## config.mk

```make
export PLATFORM = sky130hd
export DESIGN_NAME = tap_delay_line
export DESIGN_NICKNAME = d
export VERILOG_FILES = /design/src/rtl/dl_pkg.sv /design/src/rtl/dl_ctrl_reg.sv /design/src/rtl/dl_lane.sv /design/src/rtl/tap_delay_line.sv
export SDC_FILE = /design/constraint.sdc
export NUM_CORES = 1
export LEC_CHECK = 0
export BUFFER_PORTS_ARGS = -buffer_cell sky130_fd_sc_hd__buf_2
export CELL_PAD_IN_SITES_DETAIL_PLACEMENT = 0
export CELL_PAD_IN_SITES_GLOBAL_PLACEMENT = 1
export CORE_MARGIN = 10
export CORE_UTILIZATION = 34
export CTS_CLUSTER_SIZE = 25
export DETAILED_ROUTE_END_ITERATION = 16
export MAX_ROUTING_LAYER = met4
export PLACE_DENSITY = 0.57
export SYNTH_ARGS = -nofsm -noshare
export SYNTH_HDL_FRONTEND = slang
export SYNTH_SLANG_ARGS = --single-unit
export TNS_END_PERCENT = 5
```

## constraint.sdc

```tcl
create_clock -name clk -period 3.69 [get_ports clk]
set_input_delay 0.1845 -clock clk [delete_from_list [all_inputs] [get_ports clk]]
set_output_delay 0.1845 -clock clk [all_outputs]
set_load 0.05 [all_outputs]
```

## src/rtl/dl_pkg.sv

```systemverilog
package dl_pkg;

  typedef enum logic {
    LANES_EVEN  = 1'b0,
    LANES_SPLIT = 1'b1
  } lane_mode_e;

endpackage

```

## src/rtl/dl_ctrl_reg.sv

```systemverilog
module dl_ctrl_reg
  import dl_pkg::*;
#(
  parameter int CODE_W    = 4,
  parameter bit HAS_SPLIT = 1'b1
) (
  input  logic              clk,
  input  logic              rst,
  input  logic [CODE_W-1:0] code_in,
  input  logic              mode_in,
  output logic [CODE_W-1:0] code_q,
  output lane_mode_e        mode_q
);

  always_ff @(posedge clk) begin
    if (rst) begin
      code_q <= '0;
      mode_q <= LANES_EVEN;
    end else begin
      code_q <= code_in;
      if (HAS_SPLIT && mode_in) mode_q <= LANES_SPLIT;
      else                      mode_q <= LANES_EVEN;
    end
  end

  AST_CODE_FOLLOWS: assert property (@(posedge clk) disable iff (rst)
    !$past(rst) |-> code_q == $past(code_in));

  AST_MODE_FOLLOWS: assert property (@(posedge clk) disable iff (rst)
    !$past(rst) |-> (mode_q == LANES_SPLIT) == (HAS_SPLIT && $past(mode_in)));

endmodule

```

## src/rtl/dl_lane.sv

```systemverilog
module dl_lane #(
  parameter int W      = 4,
  parameter int SEL_W  = 4,
  parameter bit IN_REG = 1'b1
) (
  input  logic             clk,
  input  logic             rst,
  input  logic [W-1:0]     din,
  input  logic [SEL_W-1:0] sel,
  output logic [W-1:0]     dout
);

  localparam int DEPTH = 1 << SEL_W;
  localparam int CHAIN = IN_REG ? DEPTH : DEPTH - 1;

  logic [W-1:0] chain_q [CHAIN];
  logic [W-1:0] taps    [DEPTH];
  logic [W-1:0] head;
  logic [W-1:0] picked;

  generate
    if (IN_REG) begin : g_in_reg
      logic [W-1:0] in_q;
      always_ff @(posedge clk) begin
        if (rst) in_q <= '0;
        else     in_q <= din;
      end
      assign head = in_q;
      for (genvar t = 0; t < DEPTH; t++) begin : g_tap
        assign taps[t] = chain_q[t];
      end
    end else begin : g_direct
      assign head    = din;
      assign taps[0] = din;
      for (genvar t = 1; t < DEPTH; t++) begin : g_tap
        assign taps[t] = chain_q[t-1];
      end
    end
  endgenerate

  always_ff @(posedge clk) begin
    if (rst) begin
      for (int i = 0; i < CHAIN; i++) chain_q[i] <= '0;
    end else begin
      chain_q[0] <= head;
      for (int i = 1; i < CHAIN; i++) chain_q[i] <= chain_q[i-1];
    end
  end

  generate
    for (genvar s = 1; s < CHAIN; s++) begin : g_chk
      AST_CHAIN_ADVANCES: assert property (@(posedge clk) disable iff (rst)
        !$past(rst) |-> chain_q[s] == $past(chain_q[s-1]));
    end
  endgenerate

  always_comb picked = taps[sel];

  always_ff @(posedge clk) begin
    if (rst) dout <= '0;
    else     dout <= picked;
  end

  AST_OUT_CLEARED: assert property (@(posedge clk) disable iff (rst)
    $past(rst) |-> dout == '0);

endmodule

```

## src/rtl/tap_delay_line.sv

```systemverilog
module tap_delay_line
  import dl_pkg::*;
#(
  parameter int DATA_W      = 8,
  parameter int CODE_W      = 4,
  parameter bit SPLIT_LANES = 1'b1
) (
  input  logic              clk,
  input  logic              rst,
  input  logic [DATA_W-1:0] din,
  input  logic [CODE_W-1:0] len_code,
  input  logic              split_mode,
  output logic [DATA_W-1:0] dout
);

  localparam int          HALF_W = DATA_W / 2;
  localparam logic [CODE_W-1:0] MAX_CODE = {CODE_W{1'b1}};

  logic [CODE_W-1:0] code_q;
  lane_mode_e        mode_q;

  dl_ctrl_reg #(
    .CODE_W    (CODE_W),
    .HAS_SPLIT (SPLIT_LANES)
  ) i_ctrl (
    .clk     (clk),
    .rst     (rst),
    .code_in (len_code),
    .mode_in (split_mode),
    .code_q  (code_q),
    .mode_q  (mode_q)
  );

  generate
    if (SPLIT_LANES) begin : g_split
      logic [CODE_W-1:0] lo_sel;
      logic [HALF_W-1:0] lo_out;
      logic [HALF_W-1:0] hi_out;

      always_comb lo_sel = (mode_q == LANES_SPLIT) ? MAX_CODE : code_q;

      dl_lane #(.W(HALF_W), .SEL_W(CODE_W), .IN_REG(1'b1)) i_lo (
        .clk  (clk),
        .rst  (rst),
        .din  (din[HALF_W-1:0]),
        .sel  (lo_sel),
        .dout (lo_out)
      );

      dl_lane #(.W(DATA_W-HALF_W), .SEL_W(CODE_W), .IN_REG(1'b1)) i_hi (
        .clk  (clk),
        .rst  (rst),
        .din  (din[DATA_W-1:HALF_W]),
        .sel  (code_q),
        .dout (hi_out)
      );

      assign dout = {hi_out, lo_out};
    end else begin : g_single
      dl_lane #(.W(DATA_W), .SEL_W(CODE_W), .IN_REG(1'b0)) i_all (
        .clk  (clk),
        .rst  (rst),
        .din  (din),
        .sel  (code_q),
        .dout (dout)
      );
    end
  endgenerate

  AST_RESET_STATE: assert property (@(posedge clk) disable iff (rst)
    $past(rst) |-> (code_q == '0 && mode_q == LANES_EVEN && dout == '0));

endmodule

```

* After elaboration in Yosys (flattened, before gate mapping) *
Memories as Yosys holds them, arrays and structs flattened.
Index checks and enable logic that the tools add are counted.

word-level totals
  register bits after elaboration = 21
  RAM bits = 128
  input port bits = 15
  memories kept = 2

operators by class
  magnitude comparators = 2
  multiplexer cells = 43
  bitwise logic cells = 34

memories
  memory                depth  width  rd ports  clocked after Yosys merged registers in  wr ports  line           RTL
  g_split.i_hi.chain_q  16     4      16        0                                        16        dl_lane.sv:16  logic [W-1:0] chain_q [CHAIN];
  g_split.i_lo.chain_q  16     4      16        0                                        16        dl_lane.sv:16

operators with widths
  operator                                     number
  4-bit 2-to-1 mux                             37
  4-bit binary-select mux with 4-bit select    2
  1-bit bitwise OR                             32
  5-bit >= comparator (second input constant)  2
  4-bit inverter with 5-bit output             2
  1-bit 2-to-1 mux                             4

* Logic depth before layout (Yosys ltp) *
Gate-level depths: netlist of run 1.

  word-level depth = 5
  gate-level depth with buffers = 6
  gate-level depth less buffers = 4

* By module *
From an unflattened synthesis of run 1, not the netlist that was laid out.

second synthesis, totals
  cells, all modules = 414
  area, all modules = 5021.1 µm²

by module, submodules not included
  module          times used  cells an instance  area each (µm²)  seq. area each (µm²)
  dl_lane         2           200                2432.3           1441.4
  dl_ctrl_reg     1           10                 131.4            100.1
  tap_delay_line  1           4                  25.0             0.0

* Worst setup path after synthesis of run 1 *
No wires, ideal clock.

  path type = register to register
  start = reg i_ctrl.code_q[1]
  end = reg g_split.i_lo.dout[0]
  library setup time = 0.121 ns
  arrival time = 1.372 ns
  required time = 3.569 ns
  path slack = 2.197 ns
  cell stages (with the launch flop) = 6
  clock period less this slack = 1.493 ns
  cells stage by stage = dfxtp_1 -> buf_2 -> buf_6 -> mux4_2 -> o221ai_1 -> nand2_1

on the way
  cells in the longest elaborated chain, start to end = 5

RTL lines
  element                                                 line                  RTL
  start: declaration                                      dl_ctrl_reg.sv:11     output logic [CODE_W-1:0] code_q,
  start signal: assignment                                dl_ctrl_reg.sv:20     code_q <= code_in;
  4-bit 2-to-1 mux                                        tap_delay_line.sv:40  always_comb lo_sel = (mode_q == LANES_SPLIT) ? MAX_CODE : code_q;
  4-bit inverter with 5-bit output (implied by the code)  dl_lane.sv:57         always_comb picked = taps[sel];
  4-bit binary-select mux with 4-bit select               dl_lane.sv:57
  4-bit 2-to-1 mux (implied by the code) (2 in a row)     dl_lane.sv:57
  end signal: assignment                                  dl_lane.sv:61         else dout <= picked;
  end: declaration                                        dl_lane.sv:10         output logic [W-1:0] dout

No other way between the ends. The select of a mux whose other input is x is not followed.
A chain may end at the register's enable or synchronous reset.

* Worst setup path in the final report of run 1 *
Ends and elaborated chain as after synthesis.

==> flow_metrics.env, run 1 <==
export IMPL_core_um2=14500
export IMPL_wl_per_cell_um=14.2
export IMPL_drv_slew=0
export IMPL_start_kind="register"
export IMPL_hold_class="in -> reg"
export IMPL_dieArea_um2=20100
export IMPL_max_slew_margin_pct=38.5
export IMPL_path_max_fanout=18
export IMPL_io_buffers=22
export IMPL_grt_setup_unrepaired="no"
export IMPL_tns_ns=0
export IMPL_antenna_found_initial=0
export IMPL_gp_congestion=0.708
export IMPL_cts_root_buffer="clkbuf_16"
export IMPL_cpPeakStageDelay_ns=0.70
export IMPL_cts_tree="built"
export IMPL_crit_path_cell_trace="buf_4 -> mux4_2 -> o221ai_1 -> nand2_1"
export IMPL_worst_pin_slew_ns=0.922
export IMPL_drtPass1Iterations=5
export IMPL_peakVddDrop_mv=0.308
export IMPL_fin_ws_ns=1.62
export IMPL_ys_warn_count=0
export IMPL_syn2layout_area_growth_pct=18.5
export IMPL_insertion_delay_ns=0.41
export IMPL_p_total_mw=3.43
export IMPL_die_h_um=142
export IMPL_yosys_area_top_type="dfxtp_1"
export IMPL_grt_pass1_vias=2940
export IMPL_fmax_mhz=484
export IMPL_drive_gt1_share_pct=17.9
export IMPL_synth_cell_types=24
export IMPL_dp_hpwl_um=5670
export IMPL_vias=2898
export IMPL_start_util_pct=34.7
export IMPL_synthTopCellsByArea="dfxtp_1, nor2b_1, mux4_2, mux2i_1, clkbuf_1"
export IMPL_crit_path_end_kind="register"
export IMPL_layout_commonest_cell="dfxtp_1"
export IMPL_h_tree_depth=4
export IMPL_seq_area_frac_synth_pct=59.1
export IMPL_diodes=0
export IMPL_drc=0
export IMPL_maxCapViolations=0
export IMPL_leakagePower_nw=2.28
export IMPL_status="complete, no violations"
export IMPL_clock_sinks=149
export IMPL_synth_area_um2=5040
export IMPL_fin_worst_skew_ns=0.00756
export IMPL_numCtsBuffers=17
export IMPL_grt_start_max_net_pins=95
export IMPL_path_class="reg -> reg"
export IMPL_synth_cells=417
export IMPL_hold_viol=0
export IMPL_slowest_stage="dfxtp_2"
export IMPL_setup_viol=0
export IMPL_place_ws_ns=1.56
export IMPL_synth_avg_cell_area_um2=12.1
export IMPL_clkTransAtPathRegs_ns=0.06
export IMPL_path_delay_family="flip-flops"
export IMPL_layout_common_cells="dfxtp_1, nor2b_1, mux4_2"
export IMPL_min_period_ns=2.07
export IMPL_wirelength_um=9140
export IMPL_io_pins=23
export IMPL_arrival_ns=2.37
export IMPL_fillerInstances=1424
export IMPL_final_antenna_net_count=0
export IMPL_grt_pass1_wl_um=15200
export IMPL_vias_per_cell=4.51
export IMPL_synth_top_cell_area_share_pct=59.1
export IMPL_nNetsFinal=461
export IMPL_grt_overflow_total=0
export IMPL_syn_num_nets=432
export IMPL_cp_num_buf_inv=1
export IMPL_clockBufferDepth=2
export IMPL_grt_usage_pct=9.92
export IMPL_rows=44
export IMPL_drt_iter0_drc=139
export IMPL_die_x_um=142
export IMPL_finalCritPeriodShare_pct=56.0
export IMPL_power_per_cell_area_nw_per_um2=574
export IMPL_synth_seq_cells=149
export IMPL_cts_setup_buffers=0
export IMPL_cp_required_ns=3.99
## through the flow
step | instance area [um^2] | instances | hold slack, ns | util (%)
2_1_floorplan | 5040 | 417 | 0.313 | -
3_3_place_gp | 5290 | 599 | 0.394 | 36.4
3_5_place_dp | 5290 | 599 | 0.396 | 36.4
4_1_cts | 5980 | 643 | 0.0229 | 41.1
5_1_grt | 5980 | 643 | 0.0271 | 41.1
6_report | 5980 | 643 | 0.0487 | 41.1
## worst reg2reg max path, stage by stage, from the launching register on
cell and delay [ns]:
dfxtp_2 0.70, buf_4 0.41, mux4_2 0.57, o221ai_1 0.21
nand2_1 0.07
## cell type report
type	count	area, um^2	share of cell area [%]
inverter	5	18.8	0.314
sequential	149	2980	49.9
multi-input combinational	235	1910	32.0
clock inverter	10	105	1.76
clock buffer	22	464	7.76
timing repair buffer	38	263	4.40
tap	184	230	3.85
## registers in the layout, summed over array words and instances (netlist names)
signal,count
i_ctrl.code_q,4
i_ctrl.mode_q,1
g_split.i_hi.chain_q,64
g_split.i_hi.dout,4
g_split.i_lo.chain_q,64
g_split.i_hi.g_in_reg.in_q,4
g_split.i_lo.dout,4
g_split.i_lo.g_in_reg.in_q,4
## layer usage
metal | part of all wire, % | GRT usage, % | up-vias | routed length, um
li1 | - | - | 1463 | -
met1 | 52 | 13.3 | 1364 | 4780
met2 | 42 | 13.0 | 60 | 3880
met3 | 3.9 | 3.47 | 11 | 357
met4 | 1.3 | 4.68 | 0 | 116
met5 | 0 | - | - | 0
## worst paths after layout
| check | from | end | slack [ns] | depth (start not counted) |
|---|---|---|---|---|
| min reg2reg | g_split.i_lo.g_in_reg.in_q[0] | g_split.i_lo.chain_q[0][0] | 0.43 | 1 |
| max reg2reg | i_ctrl.code_q[1] | g_split.i_lo.dout[0] | 1.62 | 4 |
| min | len_code[1] | i_ctrl.code_q[1] | 0.05 | 2 |
| max | i_ctrl.code_q[1] | g_split.i_lo.dout[0] | 1.62 | 4 |
## cell families (layout without fill, tap and decap cells)
| kind of cell | count (synthesis) | count (layout) | share of synthesized area (%) |
|---|---|---|---|
| muxes | 36 | 36 | 13.3 |
| AOI/OAI and AO/OA | 23 | 23 | 3.65 |
| DFF | 149 | 149 | 59.1 |
| buffers and inverters | 33 | 75 | 2.93 |
| and+or+nand+nor | 176 | 176 | 20.9 |
## what timing repair did
action                                 4_1_cts  5_1_grt
hold buffers                                12        0
gates resized for setup                      0        0
endpoints found under the hold margin       12        0
## report_power, final
| group | switching [mW] | internal (mW) |
|---|---|---|
| clock network | 0.624 | 1.02 |
| registers | 0.0212 | 1.63 |
| logic | 0.0780 | 0.0551 |
| total | 0.723 | 2.71 |
## synth_stat cells (all sizes together)
| library cell | number |
|---|---|
| a21oi | 4 |
| a221o | 1 |
| a221oi | 4 |
| a22oi | 3 |
| and3b | 1 |
| buf | 8 |
| clkbuf | 20 |
| dfxtp | 149 |
| inv | 5 |
| mux2i | 11 |
| mux4 | 25 |
| nand2 | 14 |
| nand2b | 1 |
| nand3 | 4 |
| nor2 | 1 |
| nor2b | 146 |
| nor3 | 6 |
| nor3b | 2 |
| o2111ai | 3 |
| o221ai | 8 |
| or2 | 1 |
Power figures use the tool's default switching activity.
==> inputs of run 2 (changes only) <==
--- a/config.mk
+++ b/config.mk
@@ -13,7 +13,7 @@
 export CTS_CLUSTER_SIZE = 25
 export DETAILED_ROUTE_END_ITERATION = 16
 export MAX_ROUTING_LAYER = met4
-export PLACE_DENSITY = 0.57
+export PLACE_DENSITY = 0.6
 export SYNTH_ARGS = -nofsm -noshare
 export SYNTH_HDL_FRONTEND = slang
 export SYNTH_SLANG_ARGS = --single-unit
==> constraint.sdc (replaced) <==
create_clock -name clk -period 1.79 [get_ports clk]
set_input_delay 0.0895 -clock clk [delete_from_list [all_inputs] [get_ports clk]]
set_output_delay 0.0895 -clock clk [all_outputs]
set_load 0.05 [all_outputs]
==> flow_metrics.env, run 2 (same netlist as run 1, synthesis figures left out) <==
export IMPL_status="complete, no violations"
export IMPL_grt_setup_unrepaired="no"
export IMPL_antenna_found_initial=0
export IMPL_dp_hpwl_um=5960
export IMPL_core_um2=14500
export IMPL_dr_wl_met3_um=467
export IMPL_numCtsBuffers=17
export IMPL_diodes=0
export IMPL_io_buffers=22
export IMPL_min_period_ns=1.60
export IMPL_met2WireLength_um=3900
export IMPL_finalCritPeriodShare_pct=89.6
export IMPL_cts_resized=0
export IMPL_crit_path_end_kind="register"
export IMPL_path_max_fanout=15
export IMPL_io_pins=23
export IMPL_top_layer="met4"
export IMPL_peakVddDrop_mv=0.653
export IMPL_fin_worst_skew_ns=0.00877
export IMPL_start_kind="register"
export IMPL_dieArea_um2=20100
export IMPL_die_x_um=142
export IMPL_power_per_cell_area_nw_per_um2=1200
export IMPL_tns_ns=0
export IMPL_grt_overflow_total=0
export IMPL_path_class="reg -> reg"
export IMPL_cp_required_ns=2.09
export IMPL_gp_congestion=0.743
export IMPL_clockBufferDepth=2
export IMPL_hold_class="in -> reg"
export IMPL_setup_viol=0
export IMPL_vias=2981
export IMPL_layout_commonest_cell="dfxtp_1"
export IMPL_insertion_delay_ns=0.42
export IMPL_h_tree_depth=4
export IMPL_drc=0
export IMPL_m1WireLength_um=4770
export IMPL_rows=44
export IMPL_max_slew_margin_pct=54.8
export IMPL_grt_pass1_wl_um=15600
export IMPL_hold_viol=0
export IMPL_syn2layout_area_growth_pct=21.6
export IMPL_nNetsFinal=472
export IMPL_die_h_um=142
export IMPL_clock_sinks=149
export IMPL_holdPathStages=2
export IMPL_drv_slew=0
export IMPL_cts_hold_buffers=13
export IMPL_grt_start_max_net_pins=40
export IMPL_cts_setup_buffers=0
export IMPL_grt_pass1_vias=2966
export IMPL_arrival_ns=1.90
export IMPL_postPlaceCellArea_um2=5390
export IMPL_worst_pin_slew_ns=0.676
export IMPL_leakagePower_nw=2.36
export IMPL_maxCapViolations=0
export IMPL_fmax_mhz=624
export IMPL_grt_usage_pct=10.3
export IMPL_reg2reg_slack_ns=0.19
export IMPL_clkTransAtPathRegs_ns=0.06
export IMPL_rr_worst_depth=3
export IMPL_final_antenna_net_count=0
export IMPL_layout_common_cells="dfxtp_1, nor2b_1, mux4_2"
export IMPL_fillerInstances=1384
export IMPL_fin_util_pct=42.2
export IMPL_fin_area_um2=6130
export IMPL_vias_per_cell=4.56
export IMPL_cts_tree="built"
export IMPL_drive_gt1_share_pct=20.0
export IMPL_drtPass1Iterations=4
export IMPL_reg_top3="g_split.i_hi.chain_q: 64 flops, g_split.i_lo.chain_q: 64 flops"
export IMPL_start_util_pct=34.7
export IMPL_wirelength_um=9290
export IMPL_cts_root_buffer="clkbuf_16"
export IMPL_drt_iter0_drc=151
export IMPL_wl_per_cell_um=14.2
[run 2: worst paths after layout]
| kind | end | startpoint |
|---|---|---|
| worst max register to register | g_split.i_hi.dout[2] | i_ctrl.code_q[2] |
| worst min-delay path | g_split.i_lo.chain_q[6][1] | rst |
| worst min register to register | g_split.i_hi.chain_q[0][1] | g_split.i_hi.g_in_reg.in_q[1] |
| worst max-delay path | g_split.i_hi.dout[2] | i_ctrl.code_q[2] |
[run 2: layout make-up]
class	instances	area, um^2	area share [%]
flip-flops and latches	149	2980	48.7
multi-input cells	235	1910	31.2
clock buffers	18	429	7.00
clock inverters	14	185	3.02
repair buffers	49	373	6.08
inverters	5	18.8	0.306
well taps	184	230	3.75
[run 2: worst max-delay path, cell delays in order (launching register included)]
cell     delay, ns
dfxtp_1       0.71
mux4_2        0.39
a22oi_1       0.29
nand2_1       0.08
[run 2: report_power, final]
group	switching [mW]	leakage [nW]	total (mW)	internal (mW)
logic	0.179	0.853	0.314	0.135
registers	0.0311	1.21	3.39	3.36
clock network	1.35	0.295	3.66	2.32
total	1.56	2.36	7.37	5.82
[run 2: per-layer routing]
| layer | up-vias | track usage, % |
|---|---|---|
| met5 | - | - |
| met4 | 0 | 4.36 |
| met3 | 14 | 4.37 |
| met2 | 60 | 13.1 |
| met1 | 1421 | 13.8 |
| li1 | 1486 | - |
[run 2: metrics by stage]
step | worst slack [ns] | hold slack, ns | total power [mW] | cells
final | 0.187 | 0.0886 | 7.37 | 654
after global routing | 0.0505 | 0.0943 | 7.65 | 654
after CTS | 0.149 | 0.0783 | 7.48 | 654
after detailed placement | 0.174 | 0.303 | 3.77 | 609
after global placement | 0.177 | 0.297 | 3.77 | 609
after floorplan | 0.297 | 0.218 | 3.67 | 417
